**config.mk**
```make
export PLATFORM = sky130hd
export DESIGN_NAME = desc_dma_chan
export DESIGN_NICKNAME = d
export VERILOG_FILES = /design/src/rtl/desc_dma_pkg.sv /design/src/rtl/desc_dma_step.sv /design/src/rtl/desc_dma_link.sv /design/src/rtl/desc_dma_chan.sv
export SDC_FILE = /design/constraint.sdc
export NUM_CORES = 1
export LEC_CHECK = 0
export ABC_AREA = 0
export BUFFER_PORTS_ARGS = -buffer_cell sky130_fd_sc_hd__buf_4
export CORE_AREA = 2 2 180 182
export CTS_CLUSTER_SIZE = 12
export DETAILED_ROUTE_END_ITERATION = 6
export DIE_AREA = 0 0 182 184
export PLACE_DENSITY = 0.75
export SKIP_LAST_GASP = 1
export SLEW_MARGIN = 20
export SYNTH_ARGS = -nofsm -noshare
export SYNTH_HDL_FRONTEND = slang
export SYNTH_SLANG_ARGS = --single-unit
```
**constraint.sdc**
```tcl
create_clock -name clk -period 4.4 [get_ports clk]
set_input_delay 0.22 -clock clk [delete_from_list [all_inputs] [get_ports clk]]
set_output_delay 0.22 -clock clk [all_outputs]
set_load 0.03 [all_outputs]
```
**src/rtl/desc_dma_pkg.sv**
```systemverilog
package desc_dma_pkg;

   typedef enum logic [2:0] {
      ST_IDLE, ST_FETCH, ST_WAIT, ST_READ, ST_WRITE, ST_CLOSE
   } st_e;

   typedef enum logic [1:0] {
      AC_FIXED = 2'b00,
      AC_INC   = 2'b01,
      AC_DEC   = 2'b10,
      AC_RSVD  = 2'b11
   } actl_e;

   // control bits sitting just above the length field, LSB first: sctl
   typedef struct packed {
      logic       quad;
      logic [3:0] cmd;
      logic       halt;
      logic       eof_en;
      logic       follow;
      logic       ieob;
      logic [1:0] dctl;
      logic [1:0] sctl;
   } ctl_t;

   localparam int CTL_W = $bits(ctl_t);

endpackage

```
**src/rtl/desc_dma_step.sv**
```systemverilog
module desc_dma_step
   import desc_dma_pkg::*;
#(
   parameter int AW         = 32,
   parameter bit ALLOW_QUAD = 1'b1
) (
   input  logic [AW-1:0] cur,
   input  logic [1:0]    mode,
   input  logic          quad,
   output logic [AW-1:0] nxt
);
   localparam logic [AW-1:0] STEP_ONE  = AW'(1);
   localparam logic [AW-1:0] STEP_QUAD = AW'(4);

   logic [AW-1:0] stride;

   generate
      if (ALLOW_QUAD) begin : g_quad
         assign stride = quad ? STEP_QUAD : STEP_ONE;
      end else begin : g_unit
         logic unused_quad;
         assign unused_quad = quad;
         assign stride      = STEP_ONE;
      end
   endgenerate

   always_comb begin
      case (actl_e'(mode))
         AC_INC:  nxt = cur + stride;
         AC_DEC:  nxt = cur - stride;
         default: nxt = cur;   // fixed and reserved both hold
      endcase
   end

endmodule

```
**src/rtl/desc_dma_link.sv**
```systemverilog
module desc_dma_link #(
   parameter int AW         = 32,
   parameter int DESC_BYTES = 16
) (
   input  logic [AW-1:0] ptr,
   input  logic [AW-1:0] link,
   input  logic          follow,
   output logic [AW-1:0] nxt
);
   localparam logic [AW-1:0] STRIDE = AW'(DESC_BYTES);

   assign nxt = follow ? link : ptr + STRIDE;

endmodule

```
**src/rtl/desc_dma_chan.sv**
```systemverilog
module desc_dma_chan
   import desc_dma_pkg::*;
#(
   parameter int AW         = 32,
   parameter int DW         = 32,
   parameter int LEN_W      = 16,
   parameter bit ALLOW_QUAD = 1'b1
) (
   input  logic             clk,
   input  logic             rst_n,
   input  logic             chain_en,
   input  logic [LEN_W-1:0] wmark,
   input  logic             ptr_wr,
   input  logic [AW-1:0]    ptr_wdata,
   input  logic             start,
   input  logic             cmd_wr,
   input  logic [3:0]       cmd_wdata,
   output logic             m_req,
   output logic             m_we,
   output logic [AW-1:0]    m_addr,
   output logic [DW-1:0]    m_wdata,
   input  logic             m_ack,
   input  logic [DW-1:0]    m_rdata,
   input  logic             p_req,
   output logic             p_ack,
   output logic             p_eof_out,
   input  logic             p_eof_in,
   output logic [3:0]       p_cmd,
   output logic             p_cmd_vld,
   input  logic [3:0]       p_stat,
   output logic             irq_eob,
   output logic             irq_wm,
   output logic             busy,
   output logic [AW-1:0]    ptr_q,
   output logic [3:0]       cmd_q,
   output logic             eof_flag
);
   localparam int WORD_BYTES = DW / 8;
   localparam int WB_SH      = $clog2(WORD_BYTES);
   localparam int DESC_WORDS = 4;
   localparam int DESC_BYTES = DESC_WORDS * WORD_BYTES;
   localparam int FIDX_W     = $clog2(DESC_WORDS);
   localparam logic [FIDX_W-1:0] FIDX_LAST = FIDX_W'(DESC_WORDS - 1);
   localparam logic [LEN_W-1:0]  LEN_ONE   = LEN_W'(1);
   localparam logic [LEN_W-1:0]  LEN_ZERO  = '0;

   initial begin
      a_cfg_ctl_fits: assert (DW >= LEN_W + CTL_W)
         else $error("control word does not fit in DW");
      a_cfg_addr_fits: assert (AW <= DW && DW % 8 == 0)
         else $error("address or data width unsupported");
   end

   st_e                st;
   logic [FIDX_W-1:0]  fidx;
   logic [AW-1:0]      ptr, src, dst, link, ptr_nxt;
   logic [LEN_W-1:0]   len, len_dec;
   ctl_t               ctl, ctl_in;
   logic [DW-1:0]      buf_q;
   logic               first;
   logic [3:0]         cmd_r;
   logic               xfer_done;
   logic               unused_cmd;

   logic [AW-1:0]      cur_a [2];
   logic [AW-1:0]      nxt_a [2];
   logic [1:0]         mode_a [2];

   assign ctl_in     = ctl_t'(m_rdata[LEN_W +: CTL_W]);
   assign xfer_done  = (st == ST_WRITE) && m_ack;
   assign len_dec    = len - LEN_ONE;
   assign unused_cmd = ^ctl.cmd;

   assign cur_a[0]  = src;
   assign cur_a[1]  = dst;
   assign mode_a[0] = ctl.sctl;
   assign mode_a[1] = ctl.dctl;

   generate
      for (genvar g = 0; g < 2; g++) begin : g_step
         desc_dma_step #(.AW(AW), .ALLOW_QUAD(ALLOW_QUAD)) u_step (
            .cur  (cur_a[g]),
            .mode (mode_a[g]),
            .quad (ctl.quad),
            .nxt  (nxt_a[g])
         );
      end
   endgenerate

   desc_dma_link #(.AW(AW), .DESC_BYTES(DESC_BYTES)) u_link (
      .ptr    (ptr),
      .link   (link),
      .follow (ctl.follow),
      .nxt    (ptr_nxt)
   );

   // memory master: every output comes from registers, so it holds until ack
   always_comb begin
      m_req = 1'b0;
      m_we  = 1'b0;
      m_addr = '0;
      case (st)
         ST_FETCH: begin
            m_req  = 1'b1;
            m_addr = ptr + (AW'(fidx) << WB_SH);
         end
         ST_READ: begin
            m_req  = 1'b1;
            m_addr = src;
         end
         ST_WRITE: begin
            m_req  = 1'b1;
            m_we   = 1'b1;
            m_addr = dst;
         end
         default: ;
      endcase
   end
   assign m_wdata = buf_q;

   assign p_ack     = xfer_done;
   assign p_eof_out = xfer_done && ctl.eof_en && (len == LEN_ONE);
   assign p_cmd     = cmd_r;
   assign p_cmd_vld = first && ((st == ST_READ) || (st == ST_WRITE));

   assign busy     = (st != ST_IDLE);
   assign ptr_q    = ptr;
   assign cmd_q    = cmd_r;
   assign eof_flag = ctl.eof_en;

   always_ff @(posedge clk or negedge rst_n) begin
      if (!rst_n) begin
         st      <= ST_IDLE;
         fidx    <= '0;
         ptr     <= '0;
         src     <= '0;
         dst     <= '0;
         link    <= '0;
         len     <= '0;
         ctl     <= '0;
         buf_q   <= '0;
         first   <= 1'b0;
         cmd_r   <= '0;
         irq_eob <= 1'b0;
         irq_wm  <= 1'b0;
      end else begin
         irq_eob <= 1'b0;
         irq_wm  <= 1'b0;
         if (cmd_wr) cmd_r <= cmd_wdata;
         case (st)
            ST_IDLE: begin
               if (ptr_wr) ptr <= ptr_wdata;
               if (start) begin
                  st   <= ST_FETCH;
                  fidx <= '0;
               end
            end
            ST_FETCH: begin
               if (m_ack) begin
                  if (fidx == FIDX_W'(0)) src <= m_rdata[AW-1:0];
                  if (fidx == FIDX_W'(1)) dst <= m_rdata[AW-1:0];
                  if (fidx == FIDX_W'(2)) begin
                     len   <= m_rdata[LEN_W-1:0];
                     ctl   <= ctl_in;
                     cmd_r <= ctl_in.cmd;
                  end
                  if (fidx == FIDX_LAST) begin
                     link  <= m_rdata[AW-1:0];
                     first <= 1'b1;
                     st    <= (len == LEN_ZERO) ? ST_CLOSE : ST_WAIT;
                  end
                  fidx <= fidx + FIDX_W'(1);
               end
            end
            ST_WAIT: begin
               if (p_req) st <= ST_READ;
            end
            ST_READ: begin
               if (m_ack) begin
                  buf_q <= m_rdata;
                  st    <= ST_WRITE;
               end
            end
            ST_WRITE: begin
               if (m_ack) begin
                  src    <= nxt_a[0];
                  dst    <= nxt_a[1];
                  len    <= len_dec;
                  first  <= 1'b0;
                  irq_wm <= !chain_en && ctl.ieob && (len_dec == wmark);
                  if ((len == LEN_ONE) || p_eof_in) begin
                     st <= ST_CLOSE;
                     if (p_eof_in) ctl.eof_en <= 1'b1;
                  end else begin
                     st <= ST_WAIT;
                  end
               end
            end
            ST_CLOSE: begin
               irq_eob <= ctl.ieob;
               if (ctl.eof_en) cmd_r <= p_stat;
               if (chain_en) begin
                  ptr  <= ptr_nxt;
                  fidx <= '0;
                  st   <= ctl.halt ? ST_IDLE : ST_FETCH;
               end else begin
                  st <= ST_IDLE;
               end
            end
            default: st <= ST_IDLE;
         endcase
      end
   end

   // request and its qualifiers hold until acknowledged
   a_r14_hold_until_ack: assert property (@(posedge clk) disable iff (!rst_n)
      (m_req && !m_ack) |=> (m_req && $stable(m_addr) && $stable(m_we) && $stable(m_wdata)));

   // EOF to the peripheral marks the last transfer, so the buffer closes next
   a_r7_eof_then_close: assert property (@(posedge clk) disable iff (!rst_n)
      p_eof_out |=> (st == ST_CLOSE));

   // a halted buffer leaves the channel idle after closing
   a_r6_halt_goes_idle: assert property (@(posedge clk) disable iff (!rst_n)
      (st == ST_CLOSE && ctl.halt) |=> !busy);

   // end-of-buffer interrupt only follows a close
   a_r11_eob_after_close: assert property (@(posedge clk) disable iff (!rst_n)
      irq_eob |-> $past(st == ST_CLOSE));

   // command valid is not repeated after a transfer completes
   a_r9_cmd_once: assert property (@(posedge clk) disable iff (!rst_n)
      p_ack |=> !p_cmd_vld);

endmodule

```
==> results.json, run 1 <==
{
  "synthArstFlopShare_pct": 100,
  "antenna_cells": 0,
  "start_util_pct": 44.7,
  "violations": "DRC",
  "placed_area_um2": 15900,
  "synth_edf_count": 0,
  "cts_tree": "done",
  "start_kind": "flip-flop",
  "fin_crit_sh_pct": 86.9,
  "layout-drive-gt1-share_pct": 18.7,
  "row_count": 65,
  "p_leak_nw": 7.42,
  "crit_chain": "nand2b_1 -> inv_1 -> buf_4 -> ha_1 -> a2111oi_0 -> o21ai_0 -> o21ai_0 -> o31ai_1 -> buf_4 -> a41oi_1 -> o221ai_1 -> a21oi_1 -> mux2i_1 -> o211ai_1",
  "critical-path-top-delay-family": "compound AO/OA/AOI/OAI gates",
  "cp_max_fo": 24,
  "grt_pass1_vias": 13418,
  "via_count": 13958,
  "irDropWorstVdd_v": 0.000479,
  "finalSetupTns_ns": 0,
  "status": "finished, violations left",
  "gp_congestion": 0.936,
  "p_per_area_nw_per_um2": 829,
  "hpwl_um": 35800,
  "clockRootBuffer": "clkbuf_16",
  "avgSynthCellArea_um2": 8.27,
  "die_w_um": 182,
  "route.detailed.drc": 6,
  "syn_inst": 1696,
  "grt_pass1_wl_um": 75300,
  "worstSetupEndpointType": "flip-flop",
  "rsz0062_at_grt": "no",
  "overflow": 0,
  "crit_arrival_ns": 4.13,
  "slew_violations": 0,
  "grt_max_degree": 103,
  "clock_path_buffers": 2,
  "ios": 210,
  "coreArea_um2": 31400,
  "crit_type": "flip-flop to flip-flop",
  "relSlewSlack_pct": 22.3,
  "ant_nets": 0,
  "clk_latency_ns": 0.45,
  "synth_area_um2": 14000,
  "clock-sinks": 197,
  "wl_per_cell_um": 21.7,
  "setup_viol": 0,
  "die_y_um": 184,
  "routed_wl_um": 49000,
  "antenna_found_initial": 1,
  "grtUsageTotal_pct": 29.1,
  "htreeDepth": 4,
  "dieArea_um2": 33500,
  "first_pass_iters": 7,
  "max_cap_viol_count": 0,
  "final_cell_area_um2": 16500,
  "area_growth_syn_to_layout_pct": 17.5,
  "tightestPinTransition_ns": 1.16,
  "ys_warn_count": 0,
  "final_common_cell": "nand2_1",
  "period_needed_ns": 3.82,
  "hold_violations": 0,
  "io_buffers": 209,
  "viasPerCell": 6.18,
  "hp-class": "input pin to flip-flop",
  "cts.reportedPaths.clkPinSlew_ns": 0.08,
  "final_cell_mix": "230 x nand2_1, 228 x buf_4, 204 x o21ai_0",
  "ys_ff_latch": 197,
  "cts_buffers": 17,
  "clock.fmax_mhz": 261,
  "syn_nets": 1867,
  "required_ns": 4.70,
  "yosysSeqAreaShare_pct": 35.1,
  "synth_cell_types": 69,
  "cts_setup_buffers": 0,
  "synth_ff_type": "dfrtp_1",
  "fillers": 2923,
  "layout.nets": 2013,
  "slowest_delay_ns": 0.41,
  "drt_iter0_markers": 1320,
  "worst_clock_skew_ns": 0.0114,
  "crit_buf_inv": 3,
  "cpMaxStageDelayCell": "a2111oi_0"
}
-- worst paths after layout --
path	endpoint	slack (ns)	startpoint	depth (start not counted)
worst max-delay path	src[24]	0.58	ctl[0]	14
worst min-delay path	cmd_q[2]	0.02	p_stat[2]	3
worst max register to register	src[24]	0.58	ctl[0]	14
worst min register to register	m_wdata[27]	0.51	m_wdata[27]	1
max in group asynchronous	m_wdata[20]	2.92	rst_n	3
min in group asynchronous	len[11]	0.39	rst_n	2
-- Yosys cell counts, types with 28 or more instances --
cell / instances / area [um^2]
mux2_2: 65 / 732
ha_1: 71 / 888
nor3_1: 28 / 140
xnor2_1: 50 / 438
xor2_1: 54 / 473
o21ai_0: 204 / 1020
nor2_1: 131 / 492
inv_1: 36 / 135
clkbuf_1: 90 / 338
a21oi_1: 138 / 691
nand3_1: 38 / 190
a22oi_1: 36 / 270
nand2_1: 230 / 863
dfrtp_1: 197 / 4930
a31oi_1: 41 / 257
-- state kept, by name, indices dropped and copies added (netlist names), 2 cells and up --
register,count
ptr_q,32
st,3
len,16
ctl,8
dst,32
src,32
m_wdata,32
fidx,2
link,32
cmd_q,4
-- power breakdown --
part / leakage [nW] / total (mW) / switching, mW / internal, mW
combinational: 4.73 / 8.47 / 5.27 / 3.20
sequential: 2.42 / 3.56 / 0.956 / 2.61
clock: 0.271 / 1.63 / 0.770 / 0.862
-- cell families (layout without fill, tap and decap cells) --
group / count (synthesis) / after routing / share of synthesized area, %
buffers and inverters: 142 / 301 / 3.97
xor gates and xnor gates: 104 / 104 / 6.49
AOI/OAI and AO/OA: 561 / 561 / 24.2
DFF: 197 / 197 / 35.1
and+or+nand+nor: 544 / 544 / 17.6
adders and majority gates: 74 / 74 / 6.76
muxes: 74 / 74 / 5.86
-- repair_timing --
item | 4_1_cts | 5_1_grt
endpoints found under the hold margin | 99 | 0
resized for setup | 0 | 0
hold buffers | 1 | 0
-- metal layers --
metal / routed length [um] / vias to the layer above / global-route usage (%)
met5: 0 / - / 0
met4: 2610 / 0 / 14.4
met3: 3870 / 135 / 5.03
met2: 22200 / 707 / 46.3
met1: 20300 / 6698 / 38.3
li1: - / 6418 / -
-- cell type report --
| class | instances | area [um^2] | area share (%) |
|---|---|---|---|
| multi-input cells | 1357 | 8560 | 51.9 |
| flip-flops and latches | 197 | 4930 | 29.9 |
| repair buffers | 231 | 1760 | 10.7 |
| well taps | 402 | 503 | 3.05 |
| clock buffers | 19 | 443 | 2.69 |
| clock inverters | 13 | 148 | 0.896 |
| inverters | 38 | 143 | 0.865 |
-- stage by stage --
| step | util [%] | instances | hold WS [ns] | setup slack (ns) | total power [mW] |
|---|---|---|---|---|---|
| floorplan | - | 1696 | -0.0756 | 0.897 | 9.24 |
| global placement | 50.6 | 2224 | 0.378 | 0.737 | 11.7 |
| detailed placement | 50.6 | 2224 | 0.377 | 0.648 | 11.9 |
| CTS | 52.5 | 2257 | 0.0167 | 0.622 | 13.6 |
| global route | 52.5 | 2257 | 0.0263 | 0.189 | 14.6 |
| finish | 52.5 | 2257 | 0.0216 | 0.575 | 13.7 |
-- worst register-to-register path, cell delays in order, from the launching register on --
cell and delay (ns):
dfrtp_1 0.40, nand2b_1 0.29, inv_1 0.25, buf_4 0.32, ha_1 0.36, a2111oi_0 0.41, o21ai_0 0.13, o21ai_0 0.16
o31ai_1 0.13, buf_4 0.17, a41oi_1 0.33, o221ai_1 0.21, a21oi_1 0.22, mux2i_1 0.20, o211ai_1 0.09
Power figures use the tool's default switching activity.
==> run 2: changes to the inputs <==
- PLACE_DENSITY: 0.75 -> 0.62
==> results.json, run 2 (synthesized netlist as in run 1, its figures left out) <==
{
  "required_ns": 4.80,
  "die_y_um": 184,
  "seq_area_um2": 4930,
  "hold_violations": 0,
  "worstSetupEndpointType": "flip-flop",
  "row_count": 65,
  "cts.reportedPaths.clkPinSlew_ns": 0.09,
  "fillers": 3025,
  "overflow": 0,
  "min_from": "ptr_wdata[2]",
  "grt_max_degree": 100,
  "cpMostUsedCell": "a21oi_1",
  "first_pass_iters": 5,
  "via_count": 13658,
  "status": "complete, no violations",
  "grtUsageTotal_pct": 29.7,
  "r2r_cells": 12,
  "share_comb_of_total_power_pct": 62.0,
  "relSlewSlack_pct": 29.7,
  "critical-path-top-delay-family": "compound AO/OA/AOI/OAI gates",
  "layout-drive-gt1-share_pct": 19.0,
  "gp_congestion": 0.919,
  "grt_pass1_wl_um": 76600,
  "intPower_mw": 6.65,
  "cpMaxStageDelayCell": "inv_1",
  "hold_ws_ns": 0.0179,
  "p_per_area_nw_per_um2": 825,
  "hold-path-endpoint": "ptr_q[2]",
  "switching_share_pct": 51.3,
  "period_needed_ns": 3.97,
  "clockRootBuffer": "clkbuf_16",
  "viasPerCell": 6.04,
  "htreeDepth": 4,
  "start_util_pct": 44.7,
  "antenna_found_initial": 2,
  "rsz0062_at_grt": "no",
  "drt_iter0_markers": 1244,
  "crit_buf_inv": 1,
  "setup_viol": 0,
  "cts_buffers": 17,
  "route.detailed.drc": 0,
  "grt_pass1_vias": 12948,
  "clk_latency_ns": 0.46,
  "ios": 210,
  "antenna_cells": 0,
  "ctsResizeCount": 0,
  "cp_max_fo": 19,
  "routed_wl_um": 49600,
  "clock-sinks": 197,
  "worst_clock_skew_ns": 0.0145,
  "hp-class": "input pin to flip-flop",
  "clock_path_buffers": 2,
  "clock.fmax_mhz": 252,
  "p_clk_share_pct": 12.1,
  "slew_violations": 0,
  "p_sw_mw": 7.01,
  "crit_chain": "nand2b_1 -> inv_1 -> ha_1 -> a21oi_1 -> nand2_1 -> o21ai_0 -> a21oi_1 -> o21ai_1 -> a31oi_1 -> or3_1 -> a2111oi_0 -> a311o_1",
  "slowest_delay_ns": 0.59,
  "finalSetupTns_ns": 0,
  "final_cell_mix": "233 x buf_4, 230 x nand2_1, 204 x o21ai_0",
  "start_kind": "flip-flop",
  "crit_type": "flip-flop to flip-flop",
  "irDropWorstVdd_v": 0.000416,
  "r2r_start": "ctl[0]",
  "r2r_slack_ns": 0.43,
  "tightestPinTransition_ns": 1.05,
  "hold_path_depth": 3,
  "cts_tree": "done",
  "hpwl_um": 37000,
  "io_buffers": 209,
  "multi_input_area_um2": 8560,
  "fin_crit_sh_pct": 90.2,
  "p_leak_nw": 7.47,
  "area_growth_syn_to_layout_pct": 18.0,
  "ant_nets": 0,
  "crit_arrival_ns": 4.37,
  "r2r-end": "src[31]",
  "seqPwrFrac_pct": 25.8,
  "wl_per_cell_um": 21.9,
  "coreArea_um2": 31400,
  "layout.nets": 2019,
  "max_cap_viol_count": 0,
  "die_w_um": 182,
  "final_common_cell": "buf_4",
  "dieArea_um2": 33500
}
-- run 2: changes by cell type in the layout (fill, tap and decap cells not counted), sizes merged --
cell	change
clkinv	+6
clkinvlp	-5
inv	+2
clkbuf	-2
bufinv	-1
buf	+6
-- run 2: layer usage --
layer / share of wire (%) / global-route usage [%]
met5: 0 / 0
met3: 5.1 / 4.32
met4: 3.5 / 10.1
met2: 48 / 50.0
met1: 44 / 39.2
-- run 2: power by group through the flow --
stage               clock [mW]  sequential [mW]  combinational, mW
floorplan                    0             3.78               5.46
detailed placement           0             3.55               8.37
global route              1.75             3.64               9.25
global placement             0             3.53               8.29
finish                    1.66             3.53               8.47
CTS                       1.68             3.52               8.42
-- run 2: worst reg2reg max path, cell delays in order, from the launching register on --
cell	delay [ns]
dfrtp_1	0.41
nand2b_1	0.29
inv_1	0.59
ha_1	0.41
a21oi_1	0.24
nand2_1	0.11
o21ai_0	0.27
a21oi_1	0.17
o21ai_1	0.30
a31oi_1	0.22
or3_1	0.34
a2111oi_0	0.39
a311o_1	0.18
-- run 2: timing repair --
action                    4_1_cts  5_1_grt
setup buffers                   0        0
hold endpoints to repair       97        0
hold buffers                    1        0
-- run 2: layout make-up --
cell class / count / share of cell area [%]
Sequential cell: 197 / 29.8
Clock inverter: 15 / 1.10
Timing Repair Buffer: 237 / 11.0
Inverter: 38 / 0.862
Multi-Input combinational cell: 1357 / 51.7
Tap cell: 402 / 3.04
Clock buffer: 17 / 2.57
-- run 2: through the flow --
step	area (um^2)	power, mW	cells	setup slack [ns]	utilization [%]
5_1_grt	16600	14.6	2263	0.111	52.7
6_report	16600	13.7	2263	0.433	52.7
2_1_floorplan	14000	9.24	1696	0.897	-
3_3_place_gp	15900	11.8	2230	0.618	50.8
4_1_cts	16600	13.6	2263	0.452	52.7
3_5_place_dp	15900	11.9	2230	0.448	50.8
-- run 2: worst max path at each step --
stage | from | to | slack (ns) | cells after the start
after detailed placement | ctl[0] | src[30] | 0.45 | 12
final | ctl[0] | src[31] | 0.43 | 12
after CTS | ctl[0] | src[31] | 0.45 | 12
after global routing | ctl[0] | src[30] | 0.11 | 12
after global placement | ctl[0] | src[30] | 0.62 | 12
after floorplan | ctl[2] | dst[31] | 0.90 | 12
==> run 3: changes to the inputs <==
- PLACE_DENSITY: 0.62 -> not set
==> results.json, run 3 (synthesized netlist as in run 1, its figures left out) <==
{
  "finalSetupTns_ns": 0,
  "r2r-end": "src[31]",
  "layout-drive-gt1-share_pct": 19.0,
  "antenna_found_initial": 1,
  "layout_setup_ws_ns": 0.518,
  "endpoint": "src[31]",
  "die_y_um": 184,
  "final_common_cell": "buf_4",
  "cts.reportedPaths.clkPinSlew_ns": 0.08,
  "htreeDepth": 4,
  "r2r_cells": 14,
  "hpwl_um": 37700,
  "ios": 210,
  "first_pass_iters": 5,
  "drt_iter0_markers": 1168,
  "antenna_cells": 0,
  "layout.nets": 2022,
  "tightestPinTransition_ns": 0.980,
  "cts_buffers": 17,
  "final_cell_mix": "235 x buf_4, 230 x nand2_1, 204 x o21ai_0",
  "die_w_um": 182,
  "routed_wl_um": 50400,
  "relSlewSlack_pct": 34.4,
  "worstSetupStartpoint": "ctl[0]",
  "row_count": 65,
  "placed_area_um2": 15900,
  "rsz0062_at_grt": "no",
  "p_per_area_nw_per_um2": 828,
  "via_count": 13601,
  "crit_arrival_ns": 4.26,
  "clock-sinks": 197,
  "worst_clock_skew_ns": 0.0165,
  "fin_crit_sh_pct": 88.2,
  "start_util_pct": 44.7,
  "grt_pass1_vias": 13142,
  "hold_path_depth": 3,
  "final_cell_area_um2": 16600,
  "cts_tree": "done",
  "dieArea_um2": 33500,
  "required_ns": 4.78,
  "clockRootBuffer": "clkbuf_16",
  "dpl_worst_slack_ns": 0.432,
  "overflow": 0,
  "grt_max_degree": 88,
  "hold_ws_ns": 0.0185,
  "max_cap_viol_count": 0,
  "grt_pass1_wl_um": 77600,
  "hold_violations": 0,
  "gp_congestion": 0.945,
  "io_buffers": 209,
  "coreArea_um2": 31400,
  "viasPerCell": 6.01,
  "fillers": 3109,
  "status": "complete, no violations",
  "slew_violations": 0,
  "area_growth_syn_to_layout_pct": 18.1,
  "route.detailed.drc": 0,
  "worstSetupEndpointType": "flip-flop",
  "crit_type": "flip-flop to flip-flop",
  "cp_max_fo": 11,
  "p_leak_nw": 7.47,
  "hp-class": "input pin to flip-flop",
  "r2r_start": "ctl[0]",
  "ant_nets": 0,
  "setup_viol": 0,
  "grtUsageTotal_pct": 30.2,
  "clk_latency_ns": 0.46,
  "clock_path_buffers": 2,
  "wl_per_cell_um": 22.3,
  "period_needed_ns": 3.88,
  "irDropWorstVdd_v": 0.000625,
  "start_kind": "flip-flop",
  "r2r_slack_ns": 0.52,
  "clock.fmax_mhz": 258
}
-- run 3: cell type report --
type	count	area (um^2)	share of cell area, %
Clock buffer	22	474	2.86
Clock inverter	8	114	0.687
Sequential cell	197	4930	29.8
Multi-Input combinational cell	1357	8560	51.7
Timing Repair Buffer	240	1840	11.1
Tap cell	402	503	3.04
Inverter	38	146	0.884
-- run 3: worst min-delay path by stage --
stage,to,slack (ns),startpoint
CTS,ptr_q[2],0.004,ptr_wdata[2]
detailed placement,m_wdata[11],0.29,rst_n
global route,link[12],0.02,m_rdata[12]
floorplan,cmd_q[0],-0.08,rst_n
global placement,m_wdata[11],0.28,rst_n
finish,ctl[2],0.02,m_rdata[18]
-- run 3: through the flow --
step / cells / power [mW] / util (%)
4_1_cts: 2262 / 13.7 / 52.7
6_report: 2264 / 13.7 / 52.8
3_3_place_gp: 2230 / 11.9 / 50.8
3_5_place_dp: 2230 / 12.0 / 50.8
5_1_grt: 2264 / 14.7 / 52.8
2_1_floorplan: 1696 / 9.24 / -
-- run 3: timing repair --
| action | in CTS | in global routing |
|---|---|---|
| hold buffers | 2 | 0 |
| hold endpoints to repair | 74 | 0 |
| setup buffers | 0 | 2 |
| endpoints found under the setup margin | 0 | 1 |
| resized for setup | 0 | 1 |
-- run 3: per-layer routing --
| layer | GRT usage [%] | wire length [um] | vias up |
|---|---|---|---|
| met1 | 39.3 | 21800 | 6648 |
| li1 | - | - | 6434 |
| met5 | 0 | 0 | - |
| met2 | 52.2 | 24600 | 452 |
| met3 | 4.81 | 2750 | 67 |
| met4 | 8.68 | 1230 | 0 |
-- run 3: worst max-delay path, cell delays in order (launching register included) --
cell and delay (ns):
dfrtp_1 0.38, nand2b_1 0.35, clkinvlp_4 0.14, buf_4 0.20
buf_4 0.18, ha_1 0.40, inv_1 0.12, o21bai_1 0.09
a21oi_1 0.30, nand2_1 0.09, o21ai_1 0.27, a31oi_1 0.23
or3_1 0.36, a2111oi_0 0.52, a311o_1 0.20
-- run 3: where the power goes --
part | total, mW | switching, mW | internal, mW
Clock | 1.64 | 0.755 | 0.889
Sequential | 3.54 | 0.930 | 2.61
Combinational | 8.53 | 5.29 | 3.24
